===== config.mk =====
export PLATFORM = sky130hd
export DESIGN_NAME = pia_dual
export DESIGN_NICKNAME = d
export VERILOG_FILES = /design/src/rtl/pia_dual.sv
export SDC_FILE = /design/constraint.sdc
export NUM_CORES = 1
export LEC_CHECK = 0
export ABC_AREA = 1
export BUFFER_PORTS_ARGS = -buffer_cell sky130_fd_sc_hd__buf_2
export CAP_MARGIN = 20
export CORE_ASPECT_RATIO = 1.75
export CORE_MARGIN = 8
export CORE_UTILIZATION = 30
export CTS_BUF_LIST = sky130_fd_sc_hd__clkbuf_16
export DETAILED_ROUTE_END_ITERATION = 8
export PLACE_DENSITY = 0.59
export SLEW_MARGIN = 30
export SYNTH_ARGS = -nofsm -noshare
export SYNTH_HDL_FRONTEND = slang
export SYNTH_SLANG_ARGS = --single-unit

===== constraint.sdc =====
create_clock -name clk -period 1.4 [get_ports clk]
set_input_delay 0.14 -clock clk [delete_from_list [all_inputs] [get_ports clk]]
set_output_delay 0.14 -clock clk [all_outputs]
set_load 0.01 [all_outputs]

===== src/rtl/pia_dual.sv =====
module pia_dual #(
  parameter int AW = 4
) (
  input  logic          clk,
  input  logic          rst_n,
  input  logic [AW-1:0] bus_addr,
  input  logic          bus_wr,
  input  logic          bus_rd,
  input  logic [7:0]    bus_wdata,
  output logic [7:0]    bus_rdata,
  input  logic [7:0]    pa_in,
  output logic [7:0]    pa_out,
  output logic [7:0]    pa_oe,
  input  logic          ca1,
  input  logic          ca2,
  output logic          irq_a,
  input  logic [7:0]    pb_in,
  output logic [7:0]    pb_out,
  output logic [7:0]    pb_oe,
  input  logic          cb1,
  input  logic          cb2,
  output logic          irq_b
);
  localparam int SIDES = 2;

  logic [1:0] idx;
  logic       unused_hi;
  logic [7:0] rd_side  [SIDES];
  logic [7:0] pin_drv  [SIDES];
  logic [7:0] pin_en   [SIDES];
  logic       irq_side [SIDES];

  assign idx       = bus_addr[1:0];
  assign unused_hi = ^bus_addr;

  for (genvar s = 0; s < SIDES; s++) begin : g_side
    localparam logic ME = 1'(s);

    logic [7:0] data_q, dir_q, pins, view;
    logic [5:0] cr_q;
    logic       f1_q, f2_q, l1_q, l2_q;
    logic       l1, l2, hit, at_data, at_ctrl, e1, e2, ack;

    assign pins = ME ? pb_in : pa_in;
    assign l1   = ME ? cb1 : ca1;
    assign l2   = ME ? cb2 : ca2;

    assign hit     = (idx[1] == ME);
    assign at_data = hit & ~idx[0];
    assign at_ctrl = hit &  idx[0];

    assign e1  = cr_q[1] ? (l1 & ~l1_q) : (~l1 & l1_q);
    assign e2  = ~cr_q[5] & (cr_q[4] ? (l2 & ~l2_q) : (~l2 & l2_q));
    assign ack = bus_rd & at_data & cr_q[2];

    always_ff @(posedge clk) begin
      if (!rst_n) begin
        data_q <= '0;
        dir_q  <= '0;
        cr_q   <= '0;
        f1_q   <= 1'b0;
        f2_q   <= 1'b0;
        l1_q   <= 1'b0;
        l2_q   <= 1'b0;
      end else begin
        l1_q <= l1;
        l2_q <= l2;
        if (bus_wr && at_ctrl) cr_q <= bus_wdata[5:0];
        if (bus_wr && at_data) begin
          if (cr_q[2]) data_q <= bus_wdata;
          else         dir_q  <= bus_wdata;
        end
        if (e1)       f1_q <= 1'b1;
        else if (ack) f1_q <= 1'b0;
        if (e2)       f2_q <= 1'b1;
        else if (ack) f2_q <= 1'b0;
      end
    end

    assign view        = (dir_q & data_q) | (~dir_q & pins);
    assign rd_side[s]  = idx[0] ? {f1_q, f2_q, cr_q} : (cr_q[2] ? view : dir_q);
    assign pin_drv[s]  = data_q & dir_q;
    assign pin_en[s]   = dir_q;
    assign irq_side[s] = (f1_q & cr_q[0]) | (f2_q & cr_q[3]);
  end

  assign bus_rdata = idx[1] ? rd_side[1] : rd_side[0];
  assign pa_out    = pin_drv[0];
  assign pa_oe     = pin_en[0];
  assign pb_out    = pin_drv[1];
  assign pb_oe     = pin_en[1];
  assign irq_a     = irq_side[0];
  assign irq_b     = irq_side[1];
endmodule


==> flow_summary.yaml, run 1 <==
detailed_routing:
  via_count: 2918
  top_layer: "met4"
  wl_met1_microns: 3440
  viasPerCell: 4.55
  drt-initial-drc-count: 194
  finalWirelength_microns: 8750
  drt_first_pass_iters: 4
  drc: 0
  wl_per_cell_microns: 13.6
  route.met2.wl_microns: 4380
  ant_nets: 0
  route.met3.wl_microns: 650
synthesis:
  synthTopCellsByCount: "nand2_1 (130), inv_1 (72), nor2_1 (55)"
  synth_flop_cell: "dfxtp_1"
  netlist_instances: 441
  yosys_warnings: 0
  synth_edf_count: 0
  seq_area_frac_synth_pct: 37.9
  ys_types: 24
  syn-cell-area_sq_um: 2750
  synth_top_area_cell: "dfxtp_1"
  synth_top_area_share_pct: 37.9
  async_flop_share_pct: 0
  yosys-top-cells-area: "dfxtp_1 (38%), nand2_1 (18%), inv_1 (9.8%)"
  ys_ff_latch: 52
  syn_area_per_cell_sq_um: 6.23
  yosysMostFrequentCell: "nand2_1"
  synth_nets: 477
sta:
  worst_pin_slew_ps: 432
  fin_hold_ws_ps: 51.4
  slew_violations: 0
  grt_setup_unrepaired: "true"
  finalCriticalPeriod_ps: 1400
  fin_tns_setup_ps: 0
  skew_ps: 2.65
  relSlewSlack_pct: 71.2
  hold_viol_final: 0
  setup_violations: 0
  period_share_pct: 99.9
  clock.fmax_mhz: 715
clock_tree:
  numCtsBuffers: 5
  htree_levels: 2
  cts_hold_buffers: 0
  clk_latency_ps: 290
  root_buffer: "clkbuf_16"
  cts.sinks: 52
  cts_tree: "built"
  clock_path_buffers: 2
  path_clk_slew_ps: 60
global_routing:
  gr-total-overflow: 0
  antenna_found_initial: 0
  grt_max_degree: 27
  grt_pass1_wl_microns: 13600
  grt_usage_pct: 14.1
  grt_pass1_vias: 2790
worst_hold_path:
  hp-class: "primary input to flop"
place:
  routabilityCongestion: 0.915
  io_buffers: 75
  dpl.hpwl_microns: 6770
layout:
  antenna_cells: 0
  nets: 556
  syn2layout_area_growth_pct: 29.8
  drive_gt1_share_pct: 23.6
die:
  initial_core_util_pct: 30.6
  rows: 46
  die_h_microns: 143
  io_pins: 78
  die_w_microns: 88.4
  core_sq_um: 8980
  dieArea_sq_um: 12600
critical_path:
  critPathLaunchType: "flop"
  crit_type: "flop to primary output"
  worst_ep_required_time_ps: 1260
  crit_fanout: 6
  cp-end-kind: "primary output"
  arrival_ps: 1260
status:
  status: "finished, final reports clean"
pwr:
  leakage_nw: 1.95
  power_density_nw_per_um2: 926
  ir_drop_uv: 528
flow_run:
  maxCapViolCount: 0
## report_power, final
part	switching [mW]	internal, mW
registers	0.0524	1.54
logic	0.327	0.211
clock network	0.528	0.645
total	0.907	2.40
## cells by family after synthesis
| family | after synthesis | synth area share [%] |
|---|---|---|
| compound gates | 62 | 11.5 |
| buf+inv | 92 | 13.4 |
| simple gates | 235 | 37.2 |
| flops | 52 | 37.9 |
## path summary, 6_finish.rpt
check                                      start                          end  slack, ps  depth (start not counted)
setup / recovery  g_side[0].cr_q[2]$_SDFFE_PN0P_                 bus_rdata[5]          2                          6
hold / removal                               cb2    g_side[1].l2_q$_SDFF_PN0_         50                          3
setup reg to reg  g_side[0].cr_q[2]$_SDFFE_PN0P_        pa_oe[1]$_SDFFE_PN0P_        230                          4
hold reg to reg      g_side[0].f2_q$_SDFFE_PN0P_  g_side[0].f2_q$_SDFFE_PN0P_        470                          2
## timing repair
item,CTS,global route
hold endpoints to repair,0,0
buffers inserted,1,0
cloned,1,0
pin swaps,11,6
gates resized for setup,32,8
endpoints found under the setup margin,8,8
## placed cells by master, fill, tap and decap left out, types with 2 or more instances in the layout
cell type,synthesis,layout
a21oi_1,24,24
buf_12,0,2
buf_2,7,70
buf_4,2,11
buf_6,1,6
clkbuf_16,0,5
dfxtp_1,52,49
dfxtp_4,0,2
inv_1,72,73
inv_2,3,2
nand2_1,130,127
nand2_2,2,5
nand3_1,20,12
nand3_2,1,9
nand3b_1,4,4
nand4_1,18,18
nor2_1,55,55
nor2_4,2,2
o21ai_0,27,19
o21ai_1,8,13
o21ai_2,0,3
o22ai_1,2,2
## registers in the layout, indices dropped and copies added (netlist names)
signal,flops
g_side.data_q,16
g_side.f1_q,2
g_side.l1_q,2
pb_oe,8
g_side.f2_q,2
g_side.l2_q,2
g_side.cr_q,12
pa_oe,8
## metal layers
| metal | GRT usage (%) | vias up |
|---|---|---|
| li1 | - | 1524 |
| met1 | 14.9 | 1298 |
| met2 | 24.3 | 85 |
| met3 | 3.57 | 11 |
| met4 | 7.80 | 0 |
| met5 | 0 | - |
## cell type report
| cell class | count | area (sq um) |
|---|---|---|
| Fill cell | 1005 | 5410 |
| Clock inverter | 3 | 11.3 |
| Timing Repair Buffer | 89 | 541 |
| Multi-Input combinational cell | 297 | 1400 |
| Inverter | 75 | 294 |
| Sequential cell | 52 | 1050 |
| Tap cell | 120 | 150 |
| Clock buffer | 5 | 125 |
## through the flow
stage | worst slack [ps] | total power [mW] | util, % | instances | instance area (sq um)
after global routing | -79.4 | 3.47 | 39.7 | 641 | 3570
after detailed placement | 102 | 2.12 | 36.8 | 631 | 3300
after CTS | -17.0 | 3.34 | 39.4 | 641 | 3540
after global placement | 103 | 2.12 | 36.8 | 631 | 3300
final | 1.96 | 3.30 | 39.7 | 641 | 3570
after floorplan | 159 | 1.90 | - | 441 | 2750
## worst max-delay path, stage by stage, from the launching register on
cell and delay [ps]:
dfxtp_4 370, buf_4 160, nand3_1 80, nand2_1 60, nand2_1 90, nand3_2 90
buf_6 130
No activity file was read; power rests on OpenSTA's default activity.
==> inputs of run 2 (changes only) <==
--- a/config.mk
+++ b/config.mk
@@ -8,7 +8,6 @@
 export ABC_AREA = 1
 export BUFFER_PORTS_ARGS = -buffer_cell sky130_fd_sc_hd__buf_2
 export CAP_MARGIN = 20
-export CORE_ASPECT_RATIO = 1.75
 export CORE_MARGIN = 8
 export CORE_UTILIZATION = 30
 export CTS_BUF_LIST = sky130_fd_sc_hd__clkbuf_16
==> run 2 against run 1 <==
Against the previous run: the run now ends with negative setup slack left; sequential power barely moved; combinational power rose by 5.2%; clock-buffer cell count did not move; clock skew rose by 5.2 ps; non-clock buffer count is 4 higher; via count up 1.5%; final area increased by 1.9%; flip-flop and latch count did not move; largest cell class unchanged; largest power group unchanged.
==> flow_summary.yaml, run 2 (same netlist as run 1, synthesis figures left out) <==
worst_hold_path:
  min_from: "cb1"
  hold_end: "g_side[1].l1_q$_SDFF_PN0_"
  hold_depth: 3
  hp-class: "primary input to flop"
sta:
  relSlewSlack_pct: 72.7
  slew_violations: 0
  grt_setup_unrepaired: "true"
  hold_viol_final: 0
  setup_ws_ps: -68.9
  clock.fmax_mhz: 681
  setup_violations: 6
  period_share_pct: 105
  finalCriticalPeriod_ps: 1470
  fin_hold_ws_ps: 57.0
  worst_pin_slew_ps: 409
  skew_ps: 7.89
clock_tree:
  htree_levels: 2
  root_buffer: "clkbuf_16"
  path_clk_slew_ps: 70
  cts_hold_buffers: 0
  cts.sinks: 52
  numCtsBuffers: 5
  clock_path_buffers: 2
  clk_latency_ps: 290
  cts_tree: "built"
layout:
  syn2layout_area_growth_pct: 32.3
  antenna_cells: 0
  stdcell_area_sq_um: 3640
  drive_gt1_share_pct: 26.1
  nets: 561
  final_cell_mix: "nand2_1 (122), inv_1 (71), buf_2 (69)"
  layout_commonest_cell: "nand2_1"
  reg_top3: "g_side.data_q x16, g_side.cr_q x12"
  largest-register: "g_side.data_q"
  largest_reg_flops: 16
  final_core_util_pct: 40.1
status:
  violations: "negative setup slack"
  status: "finished, violations left"
die:
  io_pins: 78
  die_w_microns: 112
  core_sq_um: 9060
  rows: 35
  die_h_microns: 112
  dieArea_sq_um: 12500
  initial_core_util_pct: 30.3
global_routing:
  grt_usage_pct: 14.1
  antenna_found_initial: 0
  grt_pass1_vias: 2848
  grt_max_degree: 27
  gr-total-overflow: 0
  grt_pass1_wl_microns: 14400
critical_path:
  arrival_ps: 1330
  critPathLaunchType: "flop"
  crit_fanout: 7
  cp-end-kind: "primary output"
  r2r-end: "g_side[0].data_q[3]$_SDFFE_PN0P_"
  rr_worst_depth: 5
  worst_ep_required_time_ps: 1260
  reg2reg_slack_ps: 100
  r2r-start: "g_side[0].cr_q[2]$_SDFFE_PN0P_"
  crit_type: "flop to primary output"
flow_run:
  maxCapViolCount: 0
pwr:
  power_density_nw_per_um2: 917
  p_seq_share_pct: 47.8
  ir_drop_uv: 382
  power_switching_mw: 0.927
  leakage_nw: 1.97
  power_frac_comb_pct: 17.0
  p_clk_share_pct: 35.2
  total_power_mw: 3.34
  switching_share_pct: 27.8
  power.internal_mw: 2.41
place:
  dpl-instance-area_sq_um: 3290
  dp_slack_ps: 44.1
  io_buffers: 75
  routabilityCongestion: 0.854
  dpl.hpwl_microns: 6620
detailed_routing:
  via_count: 2961
  drc: 0
  drt_first_pass_iters: 4
  viasPerCell: 4.66
  finalWirelength_microns: 8820
  ant_nets: 0
  drt-initial-drc-count: 156
  wl_per_cell_microns: 13.9
==> run 2: cell count changes in the layout (fill, tap and decap cells not counted), moves of 2 or more <==
cell and delta:
buf_4 +3, nor2_1 -2, inv_1 -2, buf_8 +2
nand2_1 -5, nand2_2 +5
==> run 2: timing repair <==
item                                    CTS  global route
resized for setup                        34            22
endpoints found under the setup margin    8             8
gates cloned                              1             0
pin swaps                                 4            12
setup buffers                             3             1
==> run 2: how the worst max path moves through the flow <==
stage	from	depth (start not counted)	end
finish	g_side[1].cr_q[2]$_SDFFE_PN0P_	8	bus_rdata[6]
global placement	g_side[0].cr_q[2]$_SDFFE_PN0P_	4	pa_oe[7]$_SDFFE_PN0P_
global route	g_side[1].cr_q[2]$_SDFFE_PN0P_	7	bus_rdata[7]
CTS	g_side[1].cr_q[2]$_SDFFE_PN0P_	7	bus_rdata[7]
floorplan	g_side[1].cr_q[2]$_SDFFE_PN0P_	6	bus_rdata[0]
detailed placement	g_side[0].cr_q[2]$_SDFFE_PN0P_	4	pa_oe[4]$_SDFFE_PN0P_
==> run 2: cell type report <==
cell class	count	area [sq um]
fillers	947	5430
multi-input cells	297	1440
flip-flops and latches	52	1050
repair buffers	93	579
inverters	75	294
well taps	111	139
clock buffers	5	125
clock inverters	2	7.51
repair inverters	1	3.75
==> run 2: per-layer routing <==
metal | wire, microns | track usage, %
met2 | 4020 | 22.1
met4 | 168 | 5.10
met3 | 610 | 3.90
met5 | 0 | 0
met1 | 4030 | 18.1
==> run 2: power by group through the flow <==
stage	clock network, mW	logic (mW)	registers (mW)
after floorplan	0	0.269	1.63
after global placement	0	0.497	1.62
after detailed placement	0	0.503	1.62
after CTS	1.20	0.538	1.59
after global routing	1.26	0.629	1.60
final	1.18	0.566	1.59
==> run 2: through the flow <==
stage | std cells | setup TNS [ps]
floorplan | 441 | 0
global placement | 624 | 0
detailed placement | 624 | 0
CTS | 635 | -211
global route | 636 | -660
finish | 636 | -163
==> run 2: worst max-delay path, cell delays in order, from the launching register on <==
cell	delay [ps]
dfxtp_4	390
inv_8	50
buf_8	130
nor2_4	100
nand2_1	60
nand2_1	70
nand2_1	70
nand3_2	70
buf_6	100
==> inputs of run 3 (changes only) <==
--- a/config.mk
+++ b/config.mk
@@ -12,6 +12,7 @@
 export CORE_UTILIZATION = 30
 export CTS_BUF_LIST = sky130_fd_sc_hd__clkbuf_16
 export DETAILED_ROUTE_END_ITERATION = 8
+export MAX_ROUTING_LAYER = met4
 export PLACE_DENSITY = 0.59
 export SLEW_MARGIN = 30
 export SYNTH_ARGS = -nofsm -noshare
==> run 3 against run 2 <==
Against the previous run: the flow still finishes with violations (negative setup slack); utilization is 0.055 points lower; total power grew 0.19%; final area decreased by 0.14%; sequential power about the same; clock-buffer cell count unchanged; critical path type unchanged; largest power group unchanged.
==> flow_summary.yaml, run 3 (same netlist as run 1, synthesis figures left out) <==
sta:
  worst_pin_slew_ps: 421
  skew_ps: 5.21
  clock.fmax_mhz: 681
  slew_violations: 0
  setup_violations: 5
  grt_setup_unrepaired: "true"
  period_share_pct: 105
  setup_ws_ps: -68.2
  finalCriticalPeriod_ps: 1470
  hold_viol_final: 0
  fin_tns_setup_ps: -178
  relSlewSlack_pct: 71.8
detailed_routing:
  drt-initial-drc-count: 162
  viasPerCell: 4.61
  drc: 0
  wl_per_cell_microns: 13.8
  drt_first_pass_iters: 4
  finalWirelength_microns: 8810
  ant_nets: 0
  via_count: 2930
layout:
  multi_input_area_sq_um: 1430
  seqCellArea_sq_um: 1050
  largest-register: "g_side.data_q"
  stdcell_area_sq_um: 3630
  reg_top3: "g_side.data_q x16, g_side.cr_q x12"
  drive_gt1_share_pct: 25.9
  antenna_cells: 0
  syn2layout_area_growth_pct: 32.1
  layout_commonest_cell: "nand2_1"
  fill_cells: 948
  nets: 561
  final_cell_mix: "nand2_1 (122), inv_1 (71), buf_2 (69)"
  largest_reg_flops: 16
  stdcell_count: 636
worst_hold_path:
  min_from: "cb1"
  hp-class: "primary input to flop"
  hold_end: "g_side[1].l1_q$_SDFF_PN0_"
  hold_depth: 3
clock_tree:
  htree_levels: 2
  cts.sinks: 52
  path_clk_slew_ps: 70
  root_buffer: "clkbuf_16"
  clk_latency_ps: 290
  numCtsBuffers: 5
  clock_path_buffers: 2
  cts_tree: "built"
critical_path:
  worst_ep_required_time_ps: 1260
  arrival_ps: 1330
  cp-end-kind: "primary output"
  reg2reg_slack_ps: 100
  crit_fanout: 7
  critPathLaunchType: "flop"
  crit_type: "flop to primary output"
  r2r-end: "g_side[0].data_q[5]$_SDFFE_PN0P_"
  r2r-start: "g_side[0].cr_q[2]$_SDFFE_PN0P_"
  rr_worst_depth: 5
place:
  dpl-instance-area_sq_um: 3290
  dpl.hpwl_microns: 6620
  routabilityCongestion: 0.867
  dp_cells: 624
  io_buffers: 75
  dp_slack_ps: 44.1
die:
  io_pins: 78
  rows: 35
  core_sq_um: 9060
  die_w_microns: 112
  initial_core_util_pct: 30.3
  dieArea_sq_um: 12500
  die_h_microns: 112
global_routing:
  grt_usage_pct: 14.5
  grt_max_degree: 27
  grt_pass1_vias: 2861
  grt_pass1_wl_microns: 14300
  gr-total-overflow: 0
  antenna_found_initial: 0
status:
  status: "finished, violations left"
  violations: "negative setup slack"
pwr:
  p_clk_share_pct: 35.4
  p_seq_share_pct: 47.7
  switching_share_pct: 27.9
  leakage_nw: 1.96
  power_switching_mw: 0.934
  power_frac_comb_pct: 16.9
  power_density_nw_per_um2: 920
  ir_drop_uv: 383
  power.internal_mw: 2.41
flow_run:
  maxCapViolCount: 0
## run 3: cell types whose count changed in the layout (fill, tap and decap cells not counted)
| cell | before | now |
|---|---|---|
| nand3_1 | 12 | 13 |
| nand3_2 | 8 | 7 |
## run 3: how the worst max path moves through the flow
stage | cells after the start | startpoint | slack [ps] | end
finish | 8 | g_side[1].cr_q[2]$_SDFFE_PN0P_ | -70 | bus_rdata[6]
floorplan | 6 | g_side[1].cr_q[2]$_SDFFE_PN0P_ | 160 | bus_rdata[0]
detailed placement | 4 | g_side[0].cr_q[2]$_SDFFE_PN0P_ | 40 | pa_oe[4]$_SDFFE_PN0P_
global route | 7 | g_side[1].cr_q[2]$_SDFFE_PN0P_ | -140 | bus_rdata[7]
global placement | 4 | g_side[0].cr_q[2]$_SDFFE_PN0P_ | 80 | pa_oe[7]$_SDFFE_PN0P_
CTS | 7 | g_side[1].cr_q[2]$_SDFFE_PN0P_ | -50 | bus_rdata[7]
## run 3: area by class of cell
cell class                 count  area share, %
clock buffer                   5           3.45
clock inverter                 2          0.207
inverter                      75           8.10
multi-input combinational    297           39.5
sequential                    52           28.9
tap                          111           3.82
timing repair buffer          93           16.0
timing repair inverter         1          0.103
## run 3: metrics by stage
stage                     hold slack (ps)  power [mW]  util (%)
after floorplan                       233        1.90         -
after global placement                345        2.12      36.3
after detailed placement              352        2.13      36.3
after CTS                            53.7        3.33      39.1
after global routing                 75.9        3.49      40.1
final                                56.0        3.34      40.1
## run 3: layer usage
layer	global-route usage, %	part of all wire, %	vias to the layer above
li1	-	-	1543
met1	18.4	47	1297
met2	22.2	45	79
met3	3.03	6.0	11
met4	5.10	1.9	0
met5	-	0	-
## run 3: repair_timing
action                                  CTS  global route
pin swaps                                 4            13
gates cloned                              1             0
buffers inserted                          3             1
gates resized for setup                  34            21
endpoints found under the setup margin    8             8
hold buffers                              0             0
## run 3: worst max-delay path, stage by stage (launching register included)
cell and delay, ps:
dfxtp_4 390, inv_8 50, buf_8 130, nor2_4 100
nand2_1 60, nand2_1 70, nand2_1 70, nand3_2 70
buf_6 100
## run 3: power by group through the flow
| stage | clock (mW) | combinational, mW | sequential (mW) |
|---|---|---|---|
| 2_1_floorplan | 0 | 0.269 | 1.63 |
| 3_3_place_gp | 0 | 0.497 | 1.62 |
| 3_5_place_dp | 0 | 0.503 | 1.62 |
| 4_1_cts | 1.20 | 0.538 | 1.59 |
| 5_1_grt | 1.26 | 0.628 | 1.60 |
| 6_report | 1.18 | 0.564 | 1.59 |
